<file path="config.mk">
export PLATFORM = sky130hd
export DESIGN_NAME = reload_timer
export DESIGN_NICKNAME = d
export VERILOG_FILES = /design/src/rtl/reload_timer_pkg.sv /design/src/rtl/tick_divider.sv /design/src/rtl/count_core.sv /design/src/rtl/tone_out.sv /design/src/rtl/reload_timer.sv
export SDC_FILE = /design/constraint.sdc
export NUM_CORES = 1
export LEC_CHECK = 0
export BUFFER_PORTS_ARGS = -buffer_cell sky130_fd_sc_hd__buf_2
export CORE_ASPECT_RATIO = 1.5
export CORE_MARGIN = 1.5
export CORE_UTILIZATION = 30
export DETAILED_ROUTE_END_ITERATION = 8
export SLEW_MARGIN = 20
export SYNTH_ARGS = -nofsm -noshare
export SYNTH_HDL_FRONTEND = slang
export SYNTH_SLANG_ARGS = --single-unit
export TNS_END_PERCENT = 100
</file>
<file path="constraint.sdc">
create_clock -name clk -period 5.6 [get_ports clk]
set_clock_uncertainty 0.05 [all_clocks]
set_input_delay 0.56 -clock clk [delete_from_list [all_inputs] [get_ports clk]]
set_output_delay 0.56 -clock clk [all_outputs]
set_load 0.02 [all_outputs]
</file>
<file path="src/rtl/reload_timer_pkg.sv">
package reload_timer_pkg;

   typedef enum logic [1:0] {
      REG_COUNT = 2'd0,
      REG_CTRL  = 2'd1,
      REG_OUTEN = 2'd2,
      REG_STAT  = 2'd3
   } reg_addr_e;

   localparam int CTL_RUN_BIT  = 4;
   localparam int EN_TONE_BIT  = 0;
   localparam int EN_TONEN_BIT = 1;
   localparam int STAT_IRQ_BIT = 0;

endpackage

</file>
<file path="src/rtl/tick_divider.sv">
module tick_divider #(
   parameter int STAGES = 8,
   parameter int SEL_W  = 3
) (
   input  logic             clk,
   input  logic             rst_n,
   input  logic             run,
   input  logic [SEL_W-1:0] sel,
   output logic             tick
);

   if (STAGES < 1) begin : g_bad_stages
      $error("tick_divider: STAGES must be at least 1");
   end
   if ((1 << SEL_W) < STAGES) begin : g_bad_sel
      $error("tick_divider: SEL_W too narrow for STAGES");
   end

   logic [STAGES-1:0] pre;
   logic [STAGES-1:0] taps;
   logic              tap_hit;

   for (genvar i = 0; i < STAGES; i++) begin : g_tap
      assign taps[i] = &pre[i:0];
   end

   always_ff @(posedge clk or negedge rst_n) begin
      if (!rst_n) begin
         pre <= '0;
      end else if (!run) begin
         pre <= '0;
      end else begin
         pre <= pre + 1'b1;
      end
   end

   always_comb begin
      tap_hit = 1'b0;
      for (int k = 0; k < STAGES; k++) begin
         if (32'(sel) == k) tap_hit = taps[k];
      end
   end

   assign tick = run && tap_hit;


   prescale_hold_chk: assert property (@(posedge clk) disable iff (!rst_n)
      !run |=> (pre == '0));


   first_tick_late_chk: assert property (@(posedge clk) disable iff (!rst_n)
      $rose(run) |-> !tick);

endmodule

</file>
<file path="src/rtl/count_core.sv">
module count_core #(
   parameter int W = 8
) (
   input  logic         clk,
   input  logic         rst_n,
   input  logic         tick,
   input  logic         pl_we,
   input  logic [W-1:0] pl_wdata,
   output logic [W-1:0] cnt,
   output logic         wrap
);

   if (W < 2) begin : g_bad_w
      $error("count_core: W must be at least 2");
   end

   localparam logic [W-1:0] TOP = '1;

   logic [W-1:0] preload;
   logic [W-1:0] pl_next;

   assign pl_next = pl_we ? pl_wdata : preload;
   assign wrap    = tick && (cnt == TOP);

   always_ff @(posedge clk or negedge rst_n) begin
      if (!rst_n) begin
         preload <= '0;
         cnt     <= '0;
      end else begin
         preload <= pl_next;
         if (tick) begin
            cnt <= wrap ? pl_next : cnt + 1'b1;
         end
      end
   end


   count_idle_chk: assert property (@(posedge clk) disable iff (!rst_n)
      !tick |=> $stable(cnt));


   count_step_chk: assert property (@(posedge clk) disable iff (!rst_n)
      (tick && !wrap) |=> (cnt == $past(cnt) + 1'b1));


   reload_old_chk: assert property (@(posedge clk) disable iff (!rst_n)
      (wrap && !pl_we) |=> (cnt == $past(preload)));


   reload_new_chk: assert property (@(posedge clk) disable iff (!rst_n)
      (wrap && pl_we) |=> (cnt == $past(pl_wdata)));

endmodule

</file>
<file path="src/rtl/tone_out.sv">
module tone_out #(
   parameter bit HAS_TONE = 1'b1
) (
   input  logic clk,
   input  logic rst_n,
   input  logic wrap,
   input  logic en_a,
   input  logic en_b,
   output logic out_a,
   output logic out_b
);

   if (HAS_TONE) begin : g_tone
      logic phase;

      always_ff @(posedge clk or negedge rst_n) begin
         if (!rst_n) begin
            phase <= 1'b0;
         end else if (wrap) begin
            phase <= ~phase;
         end
      end

      assign out_a = en_a & phase;
      assign out_b = en_b & ~phase;


      phase_flip_chk: assert property (@(posedge clk) disable iff (!rst_n)
         wrap |=> (phase != $past(phase)));


      phase_hold_chk: assert property (@(posedge clk) disable iff (!rst_n)
         !wrap |=> $stable(phase));


      pair_opposed_chk: assert property (@(posedge clk) disable iff (!rst_n)
         (en_a && en_b) |-> (out_a != out_b));
   end else begin : g_no_tone
      assign out_a = 1'b0;
      assign out_b = 1'b0;
   end

endmodule

</file>
<file path="src/rtl/reload_timer.sv">
module reload_timer
   import reload_timer_pkg::*;
#(
   parameter int W        = 8,
   parameter int STAGES   = 8,
   parameter int SEL_W    = 3,
   parameter bit HAS_TONE = 1'b1
) (
   input  logic         clk,
   input  logic         rst_n,
   input  logic [1:0]   addr,
   input  logic         wr_en,
   input  logic         rd_en,
   input  logic [W-1:0] wdata,
   output logic [W-1:0] rdata,
   output logic         irq,
   output logic         tone_o,
   output logic         tone_n_o
);

   if (W < 8) begin : g_bad_w
      $error("reload_timer: W must be at least 8");
   end
   if (SEL_W > CTL_RUN_BIT) begin : g_bad_sel
      $error("reload_timer: select field overlaps run bit");
   end

   logic [W-1:0]     ctl;
   logic [1:0]       ten;
   logic             flag;
   logic             run;
   logic [SEL_W-1:0] sel;
   logic             tick;
   logic             wrap;
   logic [W-1:0]     cnt;
   logic             wr_count;
   logic             wr_ctrl;
   logic             wr_outen;
   logic             irq_clear;

   assign wr_count  = wr_en && (addr == REG_COUNT);
   assign wr_ctrl   = wr_en && (addr == REG_CTRL);
   assign wr_outen  = wr_en && (addr == REG_OUTEN);
   assign irq_clear = wr_en && (addr == REG_STAT) && !wdata[STAT_IRQ_BIT];

   assign run = ctl[CTL_RUN_BIT];
   assign sel = ctl[SEL_W-1:0];

   always_ff @(posedge clk or negedge rst_n) begin
      if (!rst_n) begin
         ctl  <= '0;
         ten  <= '0;
         flag <= 1'b0;
      end else begin
         if (wr_ctrl)  ctl <= wdata;
         if (wr_outen) ten <= wdata[1:0];
         if (wrap) begin
            flag <= 1'b1;
         end else if (irq_clear) begin
            flag <= 1'b0;
         end
      end
   end

   tick_divider #(.STAGES(STAGES), .SEL_W(SEL_W)) u_div (
      .clk   (clk),
      .rst_n (rst_n),
      .run   (run),
      .sel   (sel),
      .tick  (tick)
   );

   count_core #(.W(W)) u_core (
      .clk      (clk),
      .rst_n    (rst_n),
      .tick     (tick),
      .pl_we    (wr_count),
      .pl_wdata (wdata),
      .cnt      (cnt),
      .wrap     (wrap)
   );

   tone_out #(.HAS_TONE(HAS_TONE)) u_tone (
      .clk   (clk),
      .rst_n (rst_n),
      .wrap  (wrap),
      .en_a  (ten[EN_TONE_BIT]),
      .en_b  (ten[EN_TONEN_BIT]),
      .out_a (tone_o),
      .out_b (tone_n_o)
   );

   always_comb begin
      rdata = '0;
      if (rd_en) begin
         case (addr)
            REG_COUNT: rdata = cnt;
            REG_CTRL:  rdata = ctl;
            REG_OUTEN: rdata[1:0] = ten;
            default:   rdata[STAT_IRQ_BIT] = flag;
         endcase
      end
   end

   assign irq = flag;


   irq_rise_chk: assert property (@(posedge clk) disable iff (!rst_n)
      $rose(irq) |-> $past(wrap));


   irq_fall_chk: assert property (@(posedge clk) disable iff (!rst_n)
      $fell(irq) |-> $past(wr_en && (addr == REG_STAT) && !wdata[STAT_IRQ_BIT]));


   irq_set_wins_chk: assert property (@(posedge clk) disable iff (!rst_n)
      wrap |=> irq);


   stopped_no_wrap_chk: assert property (@(posedge clk) disable iff (!rst_n)
      !run |-> !wrap);

endmodule

</file>
---- Word-level counts from Yosys, hierarchy flattened ----
Index checks and enable logic that the tools add are counted.
operators by class
  add/subtract/negate cells ............... 2
  equality and inequality tests ........... 11
  multiplexer cells ....................... 17
  bitwise logic cells ..................... 3
  reductions and logical operators ........ 18
operator list
  cell                 count
  $mux 8               4
  $add 8x1->8 const B  2
  $eq 3x3->1 const B   4
  $pmux 6 s2           1
  $mux 1               10
  $eq 8x8->1 const B   1
  $reduce_and 8->1     1
  $logic_and 1x1->1    7
  $reduce_and 7->1     1
  $eq 3x2->1 const B   2
  $pmux 1 s3           2
  $reduce_and 6->1     1
  $reduce_and 5->1     1
  $eq 2x2->1 const B   2
  $reduce_and 4->1     1
  $eq 3x1->1 const B   1
  $logic_not 3->1      1
  $reduce_and 3->1     1
  $and 1x1->1          2
  $eq 2x1->1 const B   1
  $logic_not 2->1      1
  $reduce_and 2->1     1
  $reduce_bool 2->1    1
  $logic_not 1->1      1
  $not 1->1            1
storage, ports and cells
  register bits after elaboration ......... 36
  bits of input ports ..................... 14
  output and inout bits ................... 11

---- Depth between registers and ports, before layout ----
Gate-level depths: netlist (run 1).
  depth after elaboration ................. 12
  gate-level depth with buffers ........... 9
  depth with buffers taken out ............ 8

---- Hierarchy ----
A second synthesis (run 1) with hierarchy kept.
second synthesis, totals
  cells, all modules ...................... 167
  area, all modules ....................... 1920.6 um^2
by module, submodules not included
  module        times used  cells each  area an instance (um^2)  seq. area each (um^2)
  count_core    1           70          828.3                    400.4
  reload_timer  1           47          598.1                    275.3
  tick_divider  1           46          444.2                    200.2
  tone_out      1           4           50.0                     25.0

---- Worst setup path before layout (run 1) ----
No wires, ideal clock.
  path kind ............................... in2out
  start point ............................. input port addr[1]
  end point ............................... output port rdata[0]
  arrival time ............................ 1.491 ns
  required time ........................... 4.990 ns
  path slack .............................. 3.499 ns
  cell stages on the path ................. 3
  buffers on the path ..................... 1
  cells stage by stage .................... buf_2 -> mux4_1 -> and2_1
on the way
  word-level cells in the longest chain between the ends .. 3
  elaborated cells on any way between the ends .. 5
RTL lines
  item                                      RTL line            text
  start: declaration                        reload_timer.sv:11  input logic [1:0] addr,
  $eq 2x2->1, or another cell as far along  reload_timer.sv:96  case (addr)
  $pmux 1 s3 (*)                            reload_timer.sv:96
  $mux 8 (*)                                reload_timer.sv:95  if (rd_en) begin
  end: declaration                          reload_timer.sv:15  output logic [W-1:0] rdata,
Mark *: on every way between the ends. The rest lies on a longest branch, timed or not.

---- Worst setup path after layout (run 1) ----
  start point ............................. register u_div.pre[0]
  end point ............................... register u_core.cnt[4]
on the way
  word-level cells in the longest chain between the ends .. 11
  elaborated cells on any way between the ends .. 18
RTL lines
  item                                        RTL line                                text
  start: declaration                          tick_divider.sv:19                      logic [STAGES-1:0] pre;
  start signal: assignment                    tick_divider.sv:33                      pre <= pre + 1'b1;
  $mux 1 or $reduce_and 2->1 (tied branches)  tick_divider.sv:40, tick_divider.sv:24
  $mux 1 (6 in a row)                         tick_divider.sv:40                      if (32'(sel) == k) tap_hit = taps[k];
  $mux 1 (*)                                  tick_divider.sv:40
  $logic_and 1x1->1 (*)                       tick_divider.sv:44                      assign tick = run && tap_hit;
  $logic_and 1x1->1                           count_core.sv:23                        assign wrap = tick && (cnt == TOP);
  $mux 8                                      count_core.sv:32                        cnt <= wrap ? pl_next : cnt + 1'b1;
  end signal: assignment                      count_core.sv:32
  end: declaration                            count_core.sv:9                         output logic [W-1:0] cnt,
Marked as above.
A chain may end at the register's enable or synchronous reset.

==> results.txt, run 1 <==
The tree is rooted in a clkbuf_8. The transition time at the pin with the least slew margin is 0.812 ns. The global placement routability congestion came out at around 0.86. The final total negative setup slack is 0 ns. The DRC marker count from the first detailed-route iteration came out at 76. The clock-pin slew reported for the worst setup and hold paths after clock tree synthesis came out at ~0.07 ns. Buffers inserted to repair hold after CTS numbered 0.

The first-pass GRT wire length came out at approximately 6500 um. The I/O pin total came out at 25. The number of max-cap violations is 0. The average instance in the mapped netlist occupies roughly 11 um2. In the post-synthesis netlist, the biggest area contributors are dfrtp_1, mux2_2, mux2i_1, and2_1, ha_1.

In this design, the critical path's most frequently occurring cell is ha_1. The post-detailed-route DRC marker count is 0. The source-to-sink clock delay at the later pin of the worst-skew pair came out at about 0.28 ns.

The placed standard-cell area came out at approximately 0.0020 mm2. The number of detailed-route iterations in the first pass came out at 4. The maximum ir drop on the vdd rail came out at 0.109 mV.

The area growth from synthesis to layout is 13.8%. The required time reported for the critical path endpoint came out at about 5.8 ns. Setup repair after global routing left no endpoint under its margin. The number of H-tree levels came out at 2. Among all stages on the critical path, the largest delay is contributed by dfrtp_1. The vertical extent of the die is 99.3 um. The die outline width is about 67 um. The number of failing hold endpoints at the final stage was 0.

Grouping stages by cell kind, the critical path spends the most delay in simple AND/OR/NAND/NOR gates. The run finished with clean final reports. The count of input and output buffers came out at 24. The largest fanout on the critical path is 14. The kind of path behind the tightest hold check is in2async.

The critical path in this run is classified as reg2reg. The maximum clock rate is 432 MHz. CTS saw 36 sinks.

Summing all non-filler instances in the final layout gives an area of about 0.0021 mm2. The power per unit of standard cell area is ~350 mW/mm2. The layout net count is ~210.

After synthesis, the largest area contributor takes up approximately 49% of total cell area. The final setup violation count came out at 0. Global routing used a little over an eighth of the available tracks. The initial core utilization came out at about a third. The number of instances resized during post-cts repair came out at 0. The post-synthesis instance total came out at 163. TritonCTS built the clock tree. Clock tree synthesis inserted a total of 5 buffers. The largest buffer count on any clock path came out at 2. The number of register bits inferred by synthesis came out at 36. In the routed layout, each cell is associated on average with a via count of 5.04. The synthesis warning total came out at 0. The total die area came out at about 0.0067 mm2. The core region is ~0.0059 mm2. The total global routing overflow came out at 0. STA puts the critical path data arrival time at 2.47 ns.

The fraction of final layout cells sized beyond drive strength 1 came out at roughly 27%. The number of max-slew violations in the final report was 0. The worst setup path is captured at a flip-flop. The buffering stage count on the worst path with inverters included came out at 0. The remaining max-slew budget at the tightest pin is between 40% and 50%. The part of the Yosys area used for sequential elements is about half. The number of nets still failing antenna checks after routing came out at 0.

The initial antenna violation count is 0. The worst setup path is launched from a flip-flop. The minimum period implied by the final worst setup slack is around 2.3 ns. The static power due to leakage came out at 1.00 nW.

The signal on the critical path passes through ha_1 -> and3_1 -> ha_1 -> nor2_1 -> o221ai_1 -> o2111ai_4 -> nor4_1 -> mux2i_1. The total nets after synthesis is roughly 180. The post-synthesis cell type with the largest combined area is dfrtp_1.

The number of antenna diodes in the final layout is 0. The detailed-route wire length came out at approximately 3800 um. The buffer count from post-CTS setup fixing is 0. The largest net degree at the start of global routing came out at 37. After synthesis, the netlist uses 35 different library cells. The via count of the first global-routing pass came out at around 1.4k. The detailed placement HPWL is 2870 um.

Dividing the detail-routed wire length by the instance count gives approximately 15 um. The number of placement rows is 34. The largest incremental delay on the critical path is 0.39 ns. In this run the cell area of the synthesized design comes to about 0.0019 mm2. Dividing the final minimum period by the clock period gives between 40% and 50%.

For this block, the via count after detailed routing is approximately 1.3k.
[kinds of logic (layout without fill, tap and decap cells)]
group / Yosys count / count (layout) / share of synthesized area, %
flip-flops: 36 / 36 / 48.6
buffers and inverters: 11 / 36 / 2.70
multiplexers: 31 / 31 / 18.8
XOR/XNOR: 5 / 5 / 2.36
adder cells (fa/ha/maj): 4 / 4 / 2.70
AO/OA/AOI/OAI: 21 / 21 / 8.44
AND/OR/NAND/NOR: 55 / 55 / 16.4
[worst paths after layout]
path	slack, ns	from	endpoint	depth (start not counted)
setup / recovery	3.29	u_div.pre[0]$_DFF_PN0_	u_core.cnt[4]$_DFFE_PN0P_	8
hold / removal	0.32	rst_n	ctl[6]$_DFFE_PN0P_	1
setup reg to reg	3.29	u_div.pre[0]$_DFF_PN0_	u_core.cnt[4]$_DFFE_PN0P_	8
hold reg to reg	0.45	u_div.pre[0]$_DFF_PN0_	u_div.pre[0]$_DFF_PN0_	1
max in group asynchronous	4.66	rst_n	ctl[4]$_DFFE_PN0P_	1
min in group clk	0.45	u_div.pre[0]$_DFF_PN0_	u_div.pre[0]$_DFF_PN0_	1
[flip-flops by register name, indices dropped and copies added (netlist names)]
register,cells
ctl,8
u_core.cnt,8
u_core.preload,8
u_div.pre,8
ten,2
irq,1
u_tone.g_tone.phase,1
[stage by stage]
step	total power [mW]	setup WS [ns]	hold WS (ns)	utilization, %	instances
floorplan	0.521	3.50	0.214	-	163
global placement	0.579	3.35	0.426	34.8	255
detailed placement	0.581	3.28	0.436	34.8	255
CTS	0.748	3.25	0.355	35.9	260
global route	0.793	3.04	0.393	35.9	260
finish	0.738	3.29	0.322	35.9	260
[layout make-up]
class | instances | area (um2)
fill | 589 | 3760
sequential | 36 | 901
clock buffer | 5 | 68.8
tap | 72 | 90.1
timing repair buffer | 24 | 120
multi-input combinational | 116 | 903
inverter | 7 | 26.3
[report_power, final]
part           internal [mW]  switching [mW]  total (mW)
logic                 0.0956           0.105       0.200
clock network         0.0801          0.0815       0.162
registers              0.317          0.0588       0.376
[cell usage after synthesis]
library cell / n
a21o_1: 1
a21oi_1: 6
a31o_2: 1
a31oi_1: 1
and2_1: 10
and3_1: 6
buf_1: 1
buf_2: 1
buf_6: 1
clkbuf_1: 1
dfrtp_1: 36
ha_1: 4
inv_1: 7
mux2_2: 18
mux2i_1: 12
mux4_1: 1
nand2_1: 6
nand2b_1: 1
nand3_1: 9
nand3b_1: 1
nand4b_1: 1
nor2_1: 13
nor2b_1: 4
nor3_1: 1
nor3b_4: 1
nor4_1: 1
o2111ai_4: 1
o21ai_0: 5
o221ai_1: 1
o22a_1: 3
o22ai_1: 1
o311a_2: 1
or4b_1: 1
xnor2_1: 3
xor2_1: 2
[cell usage in the layout, fill, tap and decap left out]
cell type   n
mux2_2     18
o2111ai_4   1
nand2b_1    1
xnor2_1     3
nor4_1      1
or4b_1      1
mux2i_1    12
nor3b_4     1
nand3b_1    1
o22ai_1     1
a21oi_1     6
o22a_1      3
o311a_2     1
o21ai_0     5
nand2_1     6
o221ai_1    1
nor3_1      1
a21o_1      1
ha_1        4
nand4b_1    1
inv_1       7
and2_1     10
nand3_1     9
a31o_2      1
a31oi_1     1
dfrtp_1    36
mux4_1      1
and3_1      6
nor2b_1     4
xor2_1      2
nor2_1     13
clkbuf_8    5
buf_2      24
[worst reg2reg max path, stage by stage (launching register included)]
cell	delay, ns
dfrtp_1	0.39
ha_1	0.24
and3_1	0.25
ha_1	0.17
nor2_1	0.04
o221ai_1	0.26
o2111ai_4	0.28
nor4_1	0.34
mux2i_1	0.22
[routing by layer]
layer  vias up  track usage [%]  routed length, um
li1        633                -                  -
met1       640             15.6               1580
met2        26             21.6               2000
met3        11             2.60                124
met4         0             7.38                137
met5         -                0                  0
No activity file was read; power rests on OpenSTA's default activity.
==> inputs of run 2 (changes only) <==
==> constraint.sdc (replaced) <==
create_clock -name clk -period 2 [get_ports clk]
set_clock_uncertainty 0.05 [all_clocks]
set_input_delay 0.2 -clock clk [delete_from_list [all_inputs] [get_ports clk]]
set_output_delay 0.2 -clock clk [all_outputs]
set_load 0.02 [all_outputs]
==> results.txt, run 2 (synthesis results as in run 1) <==
The run finished, with violations left. The final reports fail on setup timing. The static power due to leakage came out at 1.08 nW (+7.7%). The clock-pin slew reported for the worst setup and hold paths after clock tree synthesis came out at 0.08 ns (about the same). The signed area change from the synthesized netlist to the final layout is 24.6%.

The global routing usage summed across all routing layers was 14.1% (+1.0 points). The largest buffer count on any clock path came out at 2 (unchanged). The vertical extent of the die came out at 99.3 um (unchanged). The initial core utilization is 31.6% (unchanged). The largest incremental delay on the critical path came to 0.47 ns (+0.08 ns). The source-to-sink clock delay at the later pin of the worst-skew pair is 0.28 ns (about the same).

The clock tree root buffer cell is clkbuf_8. The post-detailed-route DRC marker count is 0 (unchanged). The average routed wire per standard cell was 15.2 um (+2.6%). The minimum period implied by the final worst setup slack is 2.05 ns (-0.260 ns).

The via count of the first global-routing pass came out at 1,421 (+4.4%). The number of detailed-route iterations in the first pass is 4 (unchanged). The number of H-tree levels is 2 (unchanged).

The number of buffers created by CTS is 5 (unchanged). The first-pass GRT wire length came out at 7020 um (+8.3%). The initial antenna violation count was 0 (unchanged). The detailed-route via count was 1,378 (+5.2%). The DRC marker count from the first detailed-route iteration came out at 65 (-14%). The library cell used most frequently in the layout, excluding fill and tap cells, is dfrtp_1. The number of cells traversed by the worst register-to-register path is 8 (unchanged). The final cycle utilization of the critical path is 103% (+61 points). The buffering stage count on the worst path with inverters included came out at 1 (+1). The overall power came out at 2.35 mW (+220%). The maximum ir drop on the vdd rail came out at 0.310 mV (+180%). The final total negative setup slack is -0.125 ns (-0.125 ns). TritonCTS built the clock tree. Tracing the worst setup path back leads to its startpoint at u_div.pre[0]$_DFF_PN0_. The required time reported for the critical path endpoint was 2.12 ns (-3.63 ns). STA classifies the critical path startpoint as a flip-flop. The count of antenna diodes in the layout is 0 (unchanged).

The detailed-route wire length is 4190 um (+8.9%). Among cell families on the critical path, the largest total delay comes from simple AND/OR/NAND/NOR gates. The global placement routability congestion is 0.776 (-10%). The setup path with the least slack is of type reg2reg. The number of cells on the critical path is 8 (unchanged). The die outline width is 67.2 um (unchanged). The count of placed standard cells including taps was 263 (+3.1%).

The number of nets still failing antenna checks after routing is 0 (unchanged). The worst path setup slack after routing is -0.0546 ns (-3.34 ns). The detailed placement HPWL came to 3020 um (+5.2%).

The origin of the critical flop-to-flop path is u_div.pre[0]$_DFF_PN0_. The transition time at the pin with the least slew margin was 0.827 ns (+0.0150 ns). STA classifies the critical path endpoint as a flip-flop. The tightest hold margin is 0.110 ns (-0.212 ns).

The power per unit of standard cell area came out at 1020 mW/mm2 (+190%). The internal reg-to-reg setup slack came to -0.05 ns (-3.34 ns). Setup repair after global routing could not meet its margin everywhere. The remaining max-slew budget at the tightest pin is 44.9% (-1.0 points).

The post-layout instance count excluding filler cells came out at 276 (+6.2%). The ratio of routed vias to standard cells came out at 4.99 (-0.91%). The maximum clock rate is 487 MHz (+13%). The worst register-to-register path ends at u_core.cnt[7]$_DFFE_PN0P_. The total die area was 0.00667 mm2 (unchanged). The pre-CTS setup slack came to -0.106 ns (-3.39 ns).

The number of placement rows came out at 34 (unchanged). The layout net count came out at 221 (+6.3%). The number of failing hold endpoints at the final stage came out at 0 (unchanged). The number of max-cap violations is 0 (unchanged). The number of max-slew violations in the final report is 0 (unchanged).

The I/O pin total came out at 25 (unchanged). The count of input and output buffers came out at 24 (unchanged). The startpoint identified for the worst hold timing path is wdata[4]. The signal on the critical path passes through ha_2 -> ha_4 -> or4b_4 -> o311a_4 -> o2111ai_4 -> buf_6 -> nor3_2 -> o22a_1. In this run the worst hold path is classified as in2reg.

The data arrival time of the critical path came out at 2.17 ns (-0.30 ns). The fraction of final layout cells sized beyond drive strength 1 came to 36.8% (+9.6 points). The critical path ends at u_core.cnt[7]$_DFFE_PN0P_. The top cell types in the final layout, fill and taps aside, are dfrtp_1, buf_2, mux2_2.

The final setup violation count came out at 3 (+3). The slowest stage of the critical path is the or4b_4 cell. The total global routing overflow is 0 (unchanged).

The largest net degree at the start of global routing is 37 (unchanged). The largest fanout on the critical path is 5 (-9). The area of the placeable core is 0.00587 mm2 (unchanged). The total clock sinks is 36 (unchanged).
[run 2: layout make-up]
| cell class | count | area [um2] |
|---|---|---|
| clock buffer | 5 | 68.8 |
| clock inverter | 3 | 42.5 |
| fill | 586 | 3560 |
| inverter | 7 | 26.3 |
| multi-input combinational | 116 | 957 |
| sequential | 36 | 901 |
| tap | 72 | 90.1 |
| timing repair buffer | 37 | 224 |
[run 2: where the power goes]
part	switching, mW	internal, mW
combinational	0.332	0.335
clock	0.262	0.369
sequential	0.169	0.886
[run 2: how the worst min path moves through the flow]
stage	end	slack (ns)	cells after the start
floorplan	ctl[0]$_DFFE_PN0P_	-0.15	0
global placement	ctl[7]$_DFFE_PN0P_	0.29	1
detailed placement	ctl[7]$_DFFE_PN0P_	0.30	1
CTS	ctl[4]$_DFFE_PN0P_	0.1	2
global route	ctl[4]$_DFFE_PN0P_	0.10	2
finish	ctl[4]$_DFFE_PN0P_	0.11	2
[run 2: timing repair]
action                                  in CTS  in global routing
hold buffers                                 1                  0
pin swaps                                    1                  4
endpoints found under the hold margin       36                  0
gates cloned                                 1                  0
endpoints found under the setup margin       9                 10
gates resized for setup                      8                  5
setup buffers                                2                  1
[run 2: per-layer routing]
| metal | up-vias | track usage (%) | share of wire (%) |
|---|---|---|---|
| li1 | 661 | - | - |
| met1 | 689 | 16.8 | 41 |
| met2 | 24 | 23.9 | 54 |
| met3 | 4 | 3.05 | 2.9 |
| met4 | 0 | 6.28 | 1.8 |
| met5 | - | 0 | 0 |
[run 2: per-stage QoR]
stage	util [%]	cell area [um2]
after floorplan	-	1860
after global placement	35.8	2100
after detailed placement	35.8	2100
after CTS	38.9	2290
after global routing	39.3	2310
final	39.3	2310
==> inputs of run 3 (changes only) <==
--- a/config.mk
+++ b/config.mk
@@ -10,6 +10,7 @@
 export CORE_MARGIN = 1.5
 export CORE_UTILIZATION = 30
 export DETAILED_ROUTE_END_ITERATION = 8
+export PLACE_DENSITY = 0.56
 export SLEW_MARGIN = 20
 export SYNTH_ARGS = -nofsm -noshare
 export SYNTH_HDL_FRONTEND = slang
==> results.txt, run 3 (synthesis results as in run 1) <==
The detailed-route via count came out at 1,410 (+2.3%). The fraction of final layout cells sized beyond drive strength 1 is 39.2% (+2.5 points). The number of placement rows came out at 34 (unchanged). The total clock sinks came out at 36 (unchanged).

The number of nets still failing antenna checks after routing is 0 (unchanged). The critical path launch point is u_div.pre[0]$_DFF_PN0_. The clock-pin slew reported for the worst setup and hold paths after clock tree synthesis is 0.07 ns (about the same).

The data arrival time of the critical path is 2.18 ns (about the same). TritonCTS built the clock tree. The number of H-tree levels came out at 2 (unchanged). In this run the critical register-to-register path is launched from u_div.pre[0]$_DFF_PN0_. The transition time at the pin with the least slew margin is 0.444 ns (-0.383 ns).

The I/O pin total came out at 25 (unchanged). The initial core utilization is 31.6% (unchanged). For hold timing, the worst endpoint is ctl[4]$_DFFE_PN0P_. The maximum clock rate was 488 MHz (+0.29%). CTS placed an instance of clkbuf_8 at the clock tree root. The area of the placeable core is 0.00587 mm2 (unchanged). The total global routing overflow is 0 (unchanged).

The number of buffers created by CTS came to 5 (unchanged). The depth of the worst hold-timing path was 2 (unchanged). The global placement routability congestion came out at 0.864 (+11%).

The area used by sequential logic in the layout came out at 901 um2 (unchanged). The flow ran to the end, but the final reports show violations. The count of placed standard cells including taps came to 269 (+2.3%).

The count of antenna diodes in the layout came out at 0 (unchanged). The path type of the worst setup path is reg2reg. The required time reported for the critical path endpoint is 2.13 ns (about the same). The final cycle utilization of the critical path came out at 102% (-0.30 points).

Leaving out fill and tap cells, the most frequent cell in the layout is dfrtp_1. The total die area came out at 0.00667 mm2 (unchanged). The minimum period implied by the final worst setup slack came to 2.05 ns (-0.00592 ns). The top cell types in the final layout, fill and taps aside, are dfrtp_1, buf_2, mux2_2. The die outline width is 67.2 um (unchanged). The first-pass GRT wire length is 7310 um (+4.1%).

The final reports fail on setup timing. The pre-CTS setup slack came to -0.121 ns (-0.0149 ns). The highest-delay cell along the critical path is or4b_4. The number of cells traversed by the worst register-to-register path is 8 (unchanged). The average routed wire per standard cell was 15.6 um (+2.6%).

The final setup violation count is 2 (-1). The min-delay analysis places its worst path in the category in2reg. The detailed placement HPWL came out at 3230 um (+7.0%). The via count of the first global-routing pass came out at 1,521 (+7.0%).

The maximum ir drop on the vdd rail is 0.266 mV (-14%). The number of max-cap violations is 0 (unchanged). The initial antenna violation count came out at 0 (unchanged). The ratio of routed vias to standard cells is 5.02 (+0.50%). The static power due to leakage came out at 1.10 nW (+1.6%).

The layout net count is 226 (+2.3%). The vertical extent of the die came out at 99.3 um (unchanged). The remaining max-slew budget at the tightest pin came out at 70.3% (+25 points). The tightest hold margin was 0.107 ns (-0.00280 ns). The number of detailed-route iterations in the first pass came out at 4 (unchanged). The internal reg-to-reg setup slack is -0.05 ns (about the same). The count of input and output buffers is 24 (unchanged).

The worst path setup slack after routing is -0.0487 ns (+0.00592 ns). The number of max-slew violations in the final report was 0 (unchanged). The post-layout instance count excluding filler cells is 281 (+1.8%). Setup repair after global routing could not meet its margin everywhere.

The signal on the critical path passes through ha_4 -> ha_4 -> or4b_4 -> o311a_4 -> o2111ai_4 -> buf_6 -> a21oi_2 -> o22a_1. The endpoint of the worst register-to-register path is u_core.cnt[0]$_DFFE_PN0P_. The area occupied by multi-input gates is 0.00103 mm2 (+7.3%).

The signed area change from the synthesized netlist to the final layout came out at 29.6%. The detailed-route wire length is 4380 um (+4.4%). The largest fanout on the critical path was 5 (unchanged). The worst hold path begins at wdata[4]. The DRC marker count from the first detailed-route iteration is 49 (-25%). By instance count, the cell type seen most on the critical path is ha_4. The largest net degree at the start of global routing came out at 15 (-59%). The fill cell instance count of the final layout came out at 565 (-3.6%). The global routing usage summed across all routing layers came out at 14.8% (+0.64 points). The number of failing hold endpoints at the final stage is 0 (unchanged). The largest buffer count on any clock path came to 2 (unchanged). The power per unit of standard cell area was 976 mW/mm2 (-4.2%).

The post-detailed-route DRC marker count is 0 (unchanged). STA classifies the critical path startpoint as a flip-flop. The source-to-sink clock delay at the later pin of the worst-skew pair came out at 0.29 ns (about the same). STA classifies the critical path endpoint as a flip-flop. The largest incremental delay on the critical path was 0.47 ns (about the same).
[run 3: cell count changes in the layout (fill, tap and decap cells not counted), sizes merged]
cell and change:
buf +4, clkbuf +3, bufinv -1, clkinv -1, clkinvlp -1, o2111ai +1
[run 3: per-stage QoR]
step / instance area (um2) / power [mW] / utilization [%] / TNS [ns]
2_1_floorplan: 1860 / 1.46 / - / -0.00532
6_report: 2400 / 2.34 / 40.9 / -0.0961
4_1_cts: 2330 / 2.30 / 39.6 / -0.497
3_3_place_gp: 2150 / 1.68 / 36.6 / -0.0889
5_1_grt: 2400 / 2.51 / 40.9 / -0.692
3_5_place_dp: 2150 / 1.69 / 36.6 / -0.392
[run 3: timing repair]
action                                  CTS  global route
gates resized for setup                   9            15
cloned                                    1             0
hold buffers                              1             0
buffers inserted                          1             1
endpoints found under the setup margin   10            10
pin swaps                                 5             4
hold endpoints to repair                  9             0
[run 3: final cells by class]
type,count,area share (%)
timing repair buffer,41,11.2
sequential,36,37.5
tap,72,3.75
multi-input combinational,117,42.7
inverter,7,1.09
clock buffer,8,3.75
[run 3: how the worst max path moves through the flow]
stage                           endpoint  slack, ns  cells past startpoint
3_3_place_gp   u_core.cnt[0]$_DFFE_PN0P_      -0.06                      8
4_1_cts        u_core.cnt[0]$_DFFE_PN0P_      -0.10                      8
2_1_floorplan  u_core.cnt[0]$_DFFE_PN0P_     -0.004                      8
3_5_place_dp   u_core.cnt[0]$_DFFE_PN0P_      -0.12                      9
6_report       u_core.cnt[0]$_DFFE_PN0P_      -0.05                      8
5_1_grt        u_core.cnt[0]$_DFFE_PN0P_      -0.12                      9
[run 3: per-layer routing]
metal | part of all wire, % | global-route usage [%]
met1 | 42 | 16.4
met2 | 52 | 25.4
met3 | 3.3 | 3.73
met4 | 2.7 | 7.54
met5 | 0 | 0
[run 3: where the power goes]
part / switching (mW) / leakage (nW) / total, mW / internal, mW
clock network: 0.258 / 0.0455 / 0.539 / 0.281
registers: 0.164 / 0.442 / 1.05 / 0.887
logic: 0.382 / 0.609 / 0.755 / 0.373
total: 0.804 / 1.10 / 2.34 / 1.54
[run 3: worst max-delay path, delay by kind of cell (launching register included)]
kind                     cells  cell delay (ns)
adder cells (fa/ha/maj)      2             0.34
AO/OA/AOI/OAI                4             0.51
AND/OR/NAND/NOR              1             0.47
buffers and inverters        1             0.16
flip-flops                   1             0.41
